[config.mk]
export PLATFORM = sky130hd
export DESIGN_NAME = clkDivCalc
export DESIGN_NICKNAME = d
export VERILOG_FILES = /design/src/rtl/clkDivCalcPkg.sv /design/src/rtl/clkDivDatapath.sv /design/src/rtl/clkDivControl.sv /design/src/rtl/clkDivCalc.sv
export SDC_FILE = /design/constraint.sdc
export NUM_CORES = 1
export LEC_CHECK = 0
export BUFFER_PORTS_ARGS = -buffer_cell sky130_fd_sc_hd__buf_4
export CAP_MARGIN = 20
export CORE_MARGIN = 10
export CORE_UTILIZATION = 60
export DETAILED_ROUTE_END_ITERATION = 16
export MAX_ROUTING_LAYER = met4
export PLACE_DENSITY = 0.81
export SETUP_SLACK_MARGIN = 0.05
export SLEW_MARGIN = 10
export SYNTH_ARGS = -nofsm -noshare
export SYNTH_HDL_FRONTEND = slang
export SYNTH_SLANG_ARGS = --single-unit
export TNS_END_PERCENT = 50
[constraint.sdc]
create_clock -name clk -period 6.9 [get_ports clk]
set_clock_uncertainty 0.15 [all_clocks]
set_input_delay 1.035 -clock clk [delete_from_list [all_inputs] [get_ports clk]]
set_output_delay 1.035 -clock clk [all_outputs]
set_load 0.005 [all_outputs]
[src/rtl/clkDivCalcPkg.sv]
package clkDivCalcPkg;
  typedef struct packed {
    logic loadFirst;   // latch operands for the ratio division
    logic step;        // advance the restoring divider one bit
    logic loadSecond;  // latch rounded ratio, start achieved-frequency division
    logic commit;      // move results to the outputs
  } dpCtrlT;
endpackage

[src/rtl/clkDivDatapath.sv]
module clkDivDatapath
  import clkDivCalcPkg::*;
#(
  parameter int FREQ_W = 32,
  parameter int PRE_W  = 10,
  parameter int FIN_W  = 6
) (
  input  logic              clk,
  input  logic              rstN,
  input  dpCtrlT            ctl,
  input  logic [FREQ_W-1:0] parentFreq,
  input  logic [FREQ_W-1:0] targetFreq,
  output logic              satFlag,
  output logic [PRE_W-1:0]  preField,
  output logic [FIN_W-1:0]  finField,
  output logic [FREQ_W-1:0] achievedFreq
);
  localparam int SPLIT = 2 ** FIN_W;
  localparam int MAXR  = 2 ** PRE_W;

  logic [FREQ_W-1:0] parentQ, divisorQ, quotQ, remQ;
  logic [PRE_W-1:0]  ratioM1Q;
  logic              satPendQ;

  // restoring divider step
  logic [FREQ_W:0]   trial;
  logic              fits;
  assign trial = {remQ, quotQ[FREQ_W-1]};
  assign fits  = trial >= {1'b0, divisorQ};

  // rounding, forcing and clamping of the ratio
  logic [FREQ_W:0]   twoRem, sum;
  logic              bump, satNext;
  logic [FREQ_W-1:0] ratioSel;
  logic [PRE_W-1:0]  ratioM1Next;

  always_comb begin
    twoRem   = {remQ, 1'b0};
    bump     = !({1'b0, divisorQ} > twoRem);
    sum      = {1'b0, quotQ} + {{FREQ_W{1'b0}}, bump};
    satNext  = 1'b0;
    if (sum == '0) begin
      ratioSel = FREQ_W'(1);
    end else if (sum > (FREQ_W+1)'(MAXR)) begin
      ratioSel = FREQ_W'(MAXR);
      satNext  = 1'b1;
    end else begin
      ratioSel = sum[FREQ_W-1:0];
    end
    ratioM1Next = PRE_W'(ratioSel - FREQ_W'(1));
  end

  always_ff @(posedge clk or negedge rstN) begin
    if (!rstN) begin
      parentQ  <= '0;
      divisorQ <= '0;
      quotQ    <= '0;
      remQ     <= '0;
      ratioM1Q <= '0;
      satPendQ <= 1'b0;
    end else if (ctl.loadFirst) begin
      parentQ  <= parentFreq;
      divisorQ <= targetFreq;
      quotQ    <= parentFreq;
      remQ     <= '0;
    end else if (ctl.step) begin
      if (fits) remQ <= FREQ_W'(trial - {1'b0, divisorQ});
      else      remQ <= trial[FREQ_W-1:0];
      quotQ <= {quotQ[FREQ_W-2:0], fits};
    end else if (ctl.loadSecond) begin
      ratioM1Q <= ratioM1Next;
      satPendQ <= satNext;
      divisorQ <= ratioSel;
      quotQ    <= parentQ;
      remQ     <= '0;
    end
  end

  always_ff @(posedge clk or negedge rstN) begin
    if (!rstN) begin
      satFlag      <= 1'b0;
      preField     <= '0;
      finField     <= '0;
      achievedFreq <= '0;
    end else if (ctl.commit) begin
      satFlag      <= satPendQ;
      achievedFreq <= quotQ;
      if (ratioM1Q <= PRE_W'(SPLIT - 1)) begin
        finField <= ratioM1Q[FIN_W-1:0];
        preField <= '0;
      end else begin
        preField <= ratioM1Q;
        finField <= '0;
      end
    end
  end


  achieved_bound_chk: assert property (@(posedge clk) disable iff (!rstN)
    ctl.commit |=> achievedFreq <= parentQ);


  sat_clamp_chk: assert property (@(posedge clk) disable iff (!rstN)
    $rose(satFlag) |-> preField == PRE_W'(MAXR - 1));


  one_stage_chk: assert property (@(posedge clk) disable iff (!rstN)
    $past(ctl.commit) |-> (preField == '0 || finField == '0));
endmodule

[src/rtl/clkDivControl.sv]
module clkDivControl
  import clkDivCalcPkg::*;
#(
  parameter int STEPS = 32
) (
  input  logic   clk,
  input  logic   rstN,
  input  logic   start,
  input  logic   targetZero,
  input  logic   ctrlMode,
  output dpCtrlT ctl,
  output logic   busy,
  output logic   done,
  output logic   syncClear,
  output logic   errZero
);
  localparam int CNT_W = $clog2(STEPS);

  typedef enum logic [2:0] {
    S_IDLE, S_FIRST, S_ROUND, S_SECOND, S_SYNC, S_APPLY
  } stateT;

  stateT             state;
  logic [CNT_W-1:0]  cnt;
  logic              modeQ;
  logic              lastStep;
  logic              accept;

  assign lastStep  = cnt == CNT_W'(STEPS - 1);
  assign accept    = (state == S_IDLE) && start;
  assign busy      = state != S_IDLE;
  assign syncClear = state == S_SYNC;

  always_comb begin
    ctl            = '0;
    ctl.loadFirst  = accept && !targetZero;
    ctl.step       = (state == S_FIRST) || (state == S_SECOND);
    ctl.loadSecond = state == S_ROUND;
    ctl.commit     = state == S_APPLY;
  end

  always_ff @(posedge clk or negedge rstN) begin
    if (!rstN) begin
      state   <= S_IDLE;
      cnt     <= '0;
      modeQ   <= 1'b0;
      done    <= 1'b0;
      errZero <= 1'b0;
    end else begin
      done <= (state == S_APPLY) || (accept && targetZero);
      case (state)
        S_IDLE: begin
          if (start) begin
            if (targetZero) begin
              errZero <= 1'b1;
            end else begin
              errZero <= 1'b0;
              modeQ   <= ctrlMode;
              cnt     <= '0;
              state   <= S_FIRST;
            end
          end
        end
        S_FIRST: begin
          cnt <= cnt + 1'b1;
          if (lastStep) state <= S_ROUND;
        end
        S_ROUND: begin
          cnt   <= '0;
          state <= S_SECOND;
        end
        S_SECOND: begin
          cnt <= cnt + 1'b1;
          if (lastStep) state <= modeQ ? S_SYNC : S_APPLY;
        end
        S_SYNC:  state <= S_APPLY;
        S_APPLY: state <= S_IDLE;
        default: state <= S_IDLE;
      endcase
    end
  end


  done_pulse_chk: assert property (@(posedge clk) disable iff (!rstN)
    done |=> !done);


  done_idle_chk: assert property (@(posedge clk) disable iff (!rstN)
    done |-> !busy);


  sync_order_chk: assert property (@(posedge clk) disable iff (!rstN)
    syncClear |-> ##2 done);


  err_idle_chk: assert property (@(posedge clk) disable iff (!rstN)
    $rose(errZero) |-> done && !busy);
endmodule

[src/rtl/clkDivCalc.sv]
module clkDivCalc
  import clkDivCalcPkg::*;
#(
  parameter int FREQ_W = 32,
  parameter int PRE_W  = 10,
  parameter int FIN_W  = 6
) (
  input  logic              clk,
  input  logic              rstN,
  input  logic              start,
  input  logic [FREQ_W-1:0] parentFreq,
  input  logic [FREQ_W-1:0] targetFreq,
  input  logic              ctrlMode,
  output logic              busy,
  output logic              done,
  output logic              syncClear,
  output logic              errZero,
  output logic              satFlag,
  output logic [PRE_W-1:0]  preField,
  output logic [FIN_W-1:0]  finField,
  output logic [FREQ_W-1:0] achievedFreq
);
  dpCtrlT ctl;

  clkDivControl #(.STEPS(FREQ_W)) uControl (
    .clk        (clk),
    .rstN       (rstN),
    .start      (start),
    .targetZero (targetFreq == '0),
    .ctrlMode   (ctrlMode),
    .ctl        (ctl),
    .busy       (busy),
    .done       (done),
    .syncClear  (syncClear),
    .errZero    (errZero)
  );

  clkDivDatapath #(.FREQ_W(FREQ_W), .PRE_W(PRE_W), .FIN_W(FIN_W)) uDatapath (
    .clk          (clk),
    .rstN         (rstN),
    .ctl          (ctl),
    .parentFreq   (parentFreq),
    .targetFreq   (targetFreq),
    .satFlag      (satFlag),
    .preField     (preField),
    .finField     (finField),
    .achievedFreq (achievedFreq)
  );
endmodule

==> results of run 1 <==
worst min-delay path by stage:
stage	start	to	slack (ps)	depth (start not counted)
6_report	uDatapath.parentQ[20]	uDatapath.parentQ[20]	320	2
5_1_grt	uDatapath.parentQ[0]	uDatapath.parentQ[0]	340	2
4_1_cts	uDatapath.parentQ[0]	uDatapath.parentQ[0]	330	2
3_5_place_dp	uControl.modeQ	uControl.state[0]	310	1
3_3_place_gp	uDatapath.parentQ[0]	uDatapath.parentQ[0]	300	2
2_1_floorplan	uDatapath.parentQ[10]	uDatapath.parentQ[10]	290	2
final cells by class:
type	count	area (µm²)	share of cell area [%]
multi-input cells	943	6160	46.12
flip-flops and latches	199	4980	37.28
repair buffers	132	997.2	7.466
clock buffers	19	432.9	3.241
well taps	265	331.6	2.482
inverters	79	296.5	2.220
clock inverters	13	158.9	1.190
metrics by stage:
stage | setup slack (ps) | cells | area [µm²]
global route | 120.5 | 1650 | 13360
floorplan | 1249 | 1296 | 11700
CTS | 395.6 | 1650 | 13350
detailed placement | 398.2 | 1618 | 12760
global placement | 634.5 | 1618 | 12760
finish | 366.2 | 1650 | 13360
sequential cells by signal, summed over array words and instances, names as in the netlist:
signal and cells:
uControl.modeQ 1, uDatapath.parentQ 32, uDatapath.preField 10, uControl.errZero 1, uDatapath.finField 6, uDatapath.achievedFreq 32, uDatapath.satPendQ 1, uControl.cnt 5
uControl.state 3, uControl.done 1, uDatapath.quotQ 32, uDatapath.divisorQ 32, uDatapath.remQ 32, uDatapath.ratioM1Q 10, uDatapath.satFlag 1
where the power goes:
part           internal, µW  switching, µW
registers              1690            520
clock network           520            487
logic                  1650           2260
worst register-to-register path: stages, from the launching register on:
cell       delay [ps]
dfrtp_1           400
inv_1              60
ha_1              360
nor2b_1           160
o21a_1            160
o21a_1            170
o21ai_0           140
nand2b_1           70
a21oi_1           160
o211ai_1          120
a211o_1           330
a221o_1           350
a21oi_2           220
ha_1              180
ha_1              270
nand4_2           220
or4_4             570
o31a_1            250
nor4_1            350
o2111a_1          250
o2111a_2          270
o2111ai_1         290
ha_1              370
nor3b_1           160
xnor2_1           150
mux2i_1           130
o21ai_0            80
synthesized netlist by cell type, types with 4 or more instances:
library cell	count
nand2_1	186
buf_1	11
nand4_1	17
a22o_1	12
mux2i_1	34
o31ai_1	35
or2_2	4
a31oi_1	12
a22oi_1	9
xor2_1	25
a32oi_1	7
a211oi_1	8
nor3_1	18
nand2b_1	13
o21ai_0	68
and4_1	5
ha_1	69
o2111a_1	4
o31a_1	4
mux2_2	32
o211ai_1	9
clkbuf_1	50
a21oi_1	85
nor4_1	15
and3_1	14
o21a_1	8
buf_2	8
a2111oi_0	5
nor2_1	96
o22ai_1	5
a211o_1	7
xnor2_1	23
nor2b_1	15
inv_1	79
nand3_1	34
a21o_1	17
dfrtp_1	199
o21bai_1	4
cell families (layout without fill, tap and decap cells):
group | after synthesis | in the layout | synth area share, %
flip-flops | 199 | 199 | 42.55
buffers and inverters | 154 | 243 | 5.153
multiplexers | 66 | 66 | 5.987
AO/OA/AOI/OAI | 320 | 320 | 17.88
adder cells (fa/ha/maj) | 70 | 70 | 7.548
AND/OR/NAND/NOR | 439 | 439 | 17.29
XOR/XNOR | 48 | 48 | 3.592
layer usage:
metal | track usage, % | up-vias | share of wire, %
met5 | - | - | 0
met4 | 6.740 | 0 | 1.9
met3 | 4.422 | 41 | 6.4
met2 | 39.47 | 352 | 47
met1 | 32.81 | 4868 | 45
li1 | - | 4706 | -
==> flow_metrics.py, run 1 <==
metrics = {
    "sta": {
        "tightest_slew_ps": 1100,
        "fin_crit_sh_pct": 94.69,
        "slew_viol_final": 0,
        "fin_setup_tns_ps": 0,
        "clock.fmax_mhz": 153.1,
        "fin_crit_ps": 6534,
        "rsz0062_at_grt": "false",
        "max_slew_margin_pct": 26.65,
        "finalSetupViolations": 0,
        "final-hold-violation-count": 0,
        "hold_slack_ps": 324.3,
    },
    "final_layout": {
        "layout.nets": 1510,
        "fin_util_pct": 69.08,
        "syn2layout_area_growth_pct": 14.13,
        "final_common_cell": "dfrtp_1",
        "layout_common_cells": "dfrtp_1 (199), nand2_1 (185), buf_4 (131)",
        "n_antenna_cell": 0,
        "drive_above_1_share_pct": 15.38,
        "num-fill-cells": 1545,
    },
    "setup_path": {
        "timing.critical_path.from": "uDatapath.remQ[1]",
        "cp_common_cell": "ha_1",
        "timing.rr.end": "uDatapath.ratioM1Q[8]",
        "rr_worst_depth": 26,
        "r2r-start": "uDatapath.remQ[1]",
        "ff2ff_setup_slack_ps": 370,
        "cp_top_family": "compound AO/OA/AOI/OAI gates",
        "path_class": "reg2reg",
        "cp.required_ps": 7050,
        "crit_slowest_cell": "or4_4",
        "crit_end": "uDatapath.ratioM1Q[8]",
        "startpoint_type": "register",
        "crit_cells": 26,
        "critPathMaxFanout": 7,
        "arrival_ps": 6680,
        "critPathCaptureType": "register",
        "max_stage_delay_ps": 570,
        "cp_num_buf_inv": 1,
    },
    "placement": {
        "place.gp.congestion": 0.9406,
        "portBuffers": 120,
        "dp.final_hpwl_um": 22720,
    },
    "clock_tree": {
        "numCtsBuffers": 17,
        "cts-htree-levels": 4,
        "cts_tree": "yes",
        "cts.sinks": 199,
        "ctsRootBufferMaster": "clkbuf_16",
        "ctsHoldBuffers": 0,
        "path_clk_slew_ps": 70,
        "cts_buffer_depth": 2,
        "insertion_delay_ps": 430,
        "post_cts_buffers": 0,
        "cts_resized": 0,
    },
    "global_routing": {
        "grt_max_degree": 93,
        "grt_pass1_wl_um": 51380,
        "grt_pass1_vias": 9800,
        "track_usage_pct": 25.04,
        "grt-ovfl-total": 0,
        "antenna_found_initial": 0,
    },
    "power": {
        "powerDensity_nw_per_um2": 533.1,
        "ir_drop_v": 0.0002157,
        "fin_total_pwr_uw": 7120,
        "power_leakage_uw": 0.006428,
    },
    "synthesis": {
        "syn_inst": 1296,
        "ys_async_sr_fraction_pct": 100.0,
        "synthTopCellsByArea": "dfrtp_1 (43%), ha_1 (7.4%), nand2_1 (6.0%)",
        "synth_nets": 1434,
        "synthesis.area_um2": 11700,
        "synth-seq-area-share_pct": 42.55,
        "synth_enable_flop_cells": 0,
        "ys_ff_latch": 199,
        "synthFlopType": "dfrtp_1",
        "synth_top_area_share_pct": 42.55,
        "synth_warnings": 0,
        "avgSynthCellArea_um2": 9.030,
        "yosysUniqueCellTypes": 69,
        "yosysTopAreaCell": "dfrtp_1",
    },
    "outcome": {
        "outcome": "complete, no violations",
    },
    "die": {
        "start_util_pct": 60.53,
        "dieHeight_um": 159.7,
        "ioPinCount": 121,
        "core_um2": 19330,
        "die_w_um": 159.7,
        "std_cell_rows": 51,
        "die-area_um2": 25490,
    },
    "detailed_routing": {
        "vias": 9967,
        "wl_per_cell_um": 19.21,
        "postRouteAntennaNets": 0,
        "firstDrtPassIters": 5,
        "wirelength_um": 31690,
        "viasPerCell": 6.041,
        "drt_iter0_markers": 977,
        "drc": 0,
    },
    "min_path": {
        "hp-class": "reg2reg",
    },
    "flow_run": {
        "max-cap-violations": 0,
    },
}
Power figures use the tool's default switching activity.
==> run 2: changes to the inputs <==
--- a/config.mk
+++ b/config.mk
@@ -9,9 +9,10 @@
 export CAP_MARGIN = 20
 export CORE_MARGIN = 10
 export CORE_UTILIZATION = 60
+export CTS_CLUSTER_DIAMETER = 50
 export DETAILED_ROUTE_END_ITERATION = 16
 export MAX_ROUTING_LAYER = met4
-export PLACE_DENSITY = 0.81
+export PLACE_DENSITY_LB_ADDON = 0.15
 export SETUP_SLACK_MARGIN = 0.05
 export SLEW_MARGIN = 10
 export SYNTH_ARGS = -nofsm -noshare
==> flow_metrics.py, run 2 (synthesis gave the netlist of run 1 again) <==
metrics = {
    "outcome": {
        "outcome": "complete, no violations",
    },
    "final_layout": {
        "syn2layout_area_growth_pct": 14.44,
        "layout_common_cells": "dfrtp_1 (199), nand2_1 (185), buf_4 (132)",
        "final_common_cell": "dfrtp_1",
        "n_antenna_cell": 0,
        "layout.nets": 1511,
        "drive_above_1_share_pct": 15.66,
        "num-fill-cells": 1593,
    },
    "sta": {
        "rsz0062_at_grt": "false",
        "fin_crit_sh_pct": 91.46,
        "max_slew_margin_pct": 28.23,
        "fin_crit_ps": 6310,
        "hold_slack_ps": 324.8,
        "tightest_slew_ps": 1077,
        "clock.fmax_mhz": 158.5,
        "fin_setup_tns_ps": 0,
        "final-hold-violation-count": 0,
        "slew_viol_final": 0,
        "finalSetupViolations": 0,
    },
    "placement": {
        "place.gp.congestion": 0.9532,
        "dp.final_hpwl_um": 22130,
        "portBuffers": 120,
    },
    "power": {
        "switching_share_pct": 45.44,
        "p_seq_share_pct": 31.0,
        "powerDensity_nw_per_um2": 531.7,
        "pwr-share-clk_pct": 14.6,
        "p_switching_uw": 3236,
        "ir_drop_v": 0.0002400,
        "power_leakage_uw": 0.006446,
        "comb_power_share_pct": 54.5,
        "p_int_uw": 3885,
    },
    "clock_tree": {
        "post_cts_buffers": 0,
        "cts_tree": "yes",
        "cts_buffer_depth": 2,
        "ctsRootBufferMaster": "clkbuf_16",
        "numCtsBuffers": 17,
        "cts_resized": 0,
        "cts-htree-levels": 4,
        "path_clk_slew_ps": 80,
        "ctsHoldBuffers": 0,
        "insertion_delay_ps": 450,
        "cts.sinks": 199,
    },
    "die": {
        "core_um2": 19330,
        "die-area_um2": 25490,
        "die_w_um": 159.7,
        "std_cell_rows": 51,
        "start_util_pct": 60.53,
        "dieHeight_um": 159.7,
        "ioPinCount": 121,
    },
    "detailed_routing": {
        "viasPerCell": 5.947,
        "drc": 0,
        "vias": 9818,
        "wirelength_um": 31190,
        "firstDrtPassIters": 8,
        "postRouteAntennaNets": 0,
        "drt_iter0_markers": 670,
        "wl_per_cell_um": 18.89,
    },
    "global_routing": {
        "grt_pass1_vias": 9796,
        "grt_max_degree": 91,
        "antenna_found_initial": 0,
        "grt-ovfl-total": 0,
        "grt_pass1_wl_um": 51870,
        "track_usage_pct": 25.11,
    },
    "setup_path": {
        "critPathMaxFanout": 7,
        "cp.required_ps": 7060,
        "startpoint_type": "register",
        "critPathCaptureType": "register",
        "max_stage_delay_ps": 570,
        "cp_common_cell": "ha_1",
        "arrival_ps": 6470,
        "crit_slowest_cell": "or4_4",
        "path_class": "reg2reg",
        "cp_num_buf_inv": 1,
        "cp_top_family": "compound AO/OA/AOI/OAI gates",
    },
    "flow_run": {
        "max-cap-violations": 0,
    },
    "min_path": {
        "hp-class": "reg2reg",
    },
}
-- run 2: final cells by class --
type	instances	area, µm²	area share (%)
inverter	79	296.5	2.214
clock inverter	15	188.9	1.411
clock buffer	17	425.4	3.176
tap	265	331.6	2.476
timing repair buffer	133	1005	7.502
multi-input combinational	943	6166	46.04
sequential	199	4980	37.18
-- run 2: tightest hold or removal path, stage by stage, from the launching register on --
cell	delay, ps
dfrtp_1	330
nand2_1	40
nand2_1	70
-- run 2: worst paths after layout --
check | from | endpoint | slack (ps) | cells after the start
min | uDatapath.parentQ[4] | uDatapath.parentQ[4] | 320 | 2
min reg2reg | uDatapath.parentQ[4] | uDatapath.parentQ[4] | 320 | 2
max in group asynchronous | rstN | uDatapath.remQ[31] | 4790 | 2
min in group asynchronous | rstN | uDatapath.remQ[18] | 490 | 1
max reg2reg | uDatapath.remQ[1] | uDatapath.ratioM1Q[8] | 590 | 26
max | uDatapath.remQ[1] | uDatapath.ratioM1Q[8] | 590 | 26
-- run 2: power by group through the flow --
stage                     clock, µW  combinational, µW  sequential, µW
after floorplan                   0               3010            1970
after global placement            0               3730            2190
after detailed placement          0               3800            2210
after global routing           1100               4360            2270
after CTS                      1050               3840            2190
final                          1040               3880            2200
-- run 2: layer usage --
metal	global-route usage, %	wire (µm)
met5	-	0
met1	31.84	13820
met4	5.855	462
met2	42.16	15580
met3	3.188	1324
-- run 2: stage by stage --
stage               util, %  total power (µW)  cell area [µm²]  std cells  worst slack (ps)
detailed placement    66.04              6011            12770       1619             495.4
global route          69.27              7733            13390       1651             120.8
finish                69.27              7121            13390       1651             589.5
global placement      66.04              5922            12770       1619             672.0
floorplan                 -              4975            11700       1296              1249
CTS                   69.22              7085            13380       1651             422.0
==> run 3: changes to the inputs <==
--- a/config.mk
+++ b/config.mk
@@ -8,8 +8,10 @@
 export BUFFER_PORTS_ARGS = -buffer_cell sky130_fd_sc_hd__buf_4
 export CAP_MARGIN = 20
 export CORE_MARGIN = 10
-export CORE_UTILIZATION = 60
+export CORE_UTILIZATION = 62
+export CTS_BUF_LIST = sky130_fd_sc_hd__clkbuf_8
 export CTS_CLUSTER_DIAMETER = 50
+export CTS_CLUSTER_SIZE = 14
 export DETAILED_ROUTE_END_ITERATION = 16
 export MAX_ROUTING_LAYER = met4
 export PLACE_DENSITY_LB_ADDON = 0.15
==> flow_metrics.py, run 3 (synthesis gave the netlist of run 1 again) <==
metrics = {
    "outcome": {
        "outcome": "complete, no violations",
    },
    "final_layout": {
        "postLayoutCellArea_um2": 13140,
        "multiInputGateArea_um2": 6160,
        "num-fill-cells": 1466,
        "layout_common_cells": "dfrtp_1 (199), nand2_1 (185), buf_4 (130)",
        "drive_above_1_share_pct": 15.39,
        "layout.nets": 1509,
        "final_common_cell": "dfrtp_1",
        "seq_area_um2": 4980,
        "n_antenna_cell": 0,
        "syn2layout_area_growth_pct": 12.25,
    },
    "sta": {
        "tightest_slew_ps": 1071,
        "finalSetupViolations": 0,
        "max_slew_margin_pct": 28.61,
        "clock.fmax_mhz": 155.5,
        "slew_viol_final": 0,
        "fin_setup_tns_ps": 0,
        "fin_crit_ps": 6430,
        "final-hold-violation-count": 0,
        "fin_crit_sh_pct": 93.18,
        "rsz0062_at_grt": "false",
    },
    "power": {
        "powerDensity_nw_per_um2": 523.1,
        "comb_power_share_pct": 56.4,
        "switching_share_pct": 47.07,
        "p_int_uw": 3637,
        "p_switching_uw": 3235,
        "ir_drop_v": 0.0002641,
        "p_seq_share_pct": 32.3,
        "power_leakage_uw": 0.006346,
        "fin_total_pwr_uw": 6872,
        "pwr-share-clk_pct": 11.3,
    },
    "clock_tree": {
        "insertion_delay_ps": 480,
        "path_clk_slew_ps": 110,
        "ctsRootBufferMaster": "clkbuf_8",
        "cts.sinks": 199,
        "cts_buffer_depth": 2,
        "cts_tree": "yes",
        "ctsHoldBuffers": 0,
        "cts_resized": 0,
        "post_cts_buffers": 0,
        "numCtsBuffers": 17,
        "cts-htree-levels": 4,
    },
    "min_path": {
        "hp-class": "reg2reg",
        "hp-start": "uDatapath.parentQ[20]",
    },
    "detailed_routing": {
        "postRouteAntennaNets": 0,
        "wirelength_um": 31270,
        "wl_per_cell_um": 19.33,
        "vias": 9916,
        "firstDrtPassIters": 5,
        "drt_iter0_markers": 809,
        "drc": 0,
        "viasPerCell": 6.129,
    },
    "setup_path": {
        "cp_common_cell": "ha_1",
        "cp.required_ps": 7100,
        "max_stage_delay_ps": 570,
        "path_class": "reg2reg",
        "arrival_ps": 6630,
        "startpoint_type": "register",
        "r2r-start": "uDatapath.remQ[1]",
        "critPathMaxFanout": 7,
        "timing.critical_path.from": "uDatapath.remQ[1]",
        "crit_slowest_cell": "or4_4",
        "critPathCaptureType": "register",
    },
    "die": {
        "dieHeight_um": 157.4,
        "ioPinCount": 121,
        "core_um2": 18640,
        "std_cell_rows": 50,
        "die-area_um2": 24770,
        "start_util_pct": 62.77,
        "die_w_um": 157.4,
    },
    "placement": {
        "place.gp.congestion": 0.9274,
        "portBuffers": 120,
        "dp.final_hpwl_um": 22340,
        "dpl-instance-area_um2": 12710,
    },
    "global_routing": {
        "antenna_found_initial": 0,
        "grt-ovfl-total": 0,
        "grt_pass1_wl_um": 50590,
        "grt_pass1_vias": 9784,
        "grt_max_degree": 107,
        "track_usage_pct": 26.15,
    },
    "flow_run": {
        "max-cap-violations": 0,
    },
}
run 3: power by group through the flow:
stage,sequential (µW),combinational [µW],clock [µW]
floorplan,1970,3010,0
global placement,2190,3710,0
detailed placement,2220,3810,0
CTS,2200,3840,789
global route,2280,4350,841
finish,2220,3880,777
run 3: critical path, delay by kind of cell (launching register included):
kind | cells | cell delay, ps
adders and majority gates | 4 | 1200
and+or+nand+nor | 6 | 1450
buffers and inverters | 1 | 60
AOI/OAI and AO/OA | 13 | 2790
DFF | 1 | 390
xor gates and xnor gates | 1 | 140
muxes | 1 | 130
run 3: cell type report:
cell class                 count  area share [%]
inverter                      79           2.257
tap                          234           2.229
multi-input combinational    943           46.89
clock buffer                  17           1.781
timing repair buffer         131           7.534
sequential                   199           37.91
clock inverter                15           1.400
run 3: per-stage QoR:
stage	std cells	setup WS [ps]	util, %	hold slack, ps
floorplan	1296	1249	-	290.5
global placement	1586	677.4	68.20	304.8
detailed placement	1586	473.2	68.20	308.5
finish	1618	470.3	70.46	331.6
global route	1618	73.99	70.46	341.0
CTS	1618	460.6	70.44	330.9
run 3: path summary, 6_finish.rpt:
path                                     endpoint  slack, ps  cells after the start
setup / recovery            uDatapath.ratioM1Q[8]        470                     26
max in group asynchronous     uDatapath.quotQ[31]       4870                      2
setup reg to reg            uDatapath.ratioM1Q[8]        470                     26
min in group asynchronous  uDatapath.divisorQ[18]        510                      1
hold / removal              uDatapath.parentQ[20]        330                      2
hold reg to reg             uDatapath.parentQ[20]        330                      2
run 3: routing by layer:
metal	track usage (%)	wire length, µm	vias up
met2	40.08	14590	337
met4	8.504	799	0
met3	5.513	2058	47
met1	34.12	13820	4838
met5	-	0	-
li1	-	-	4694
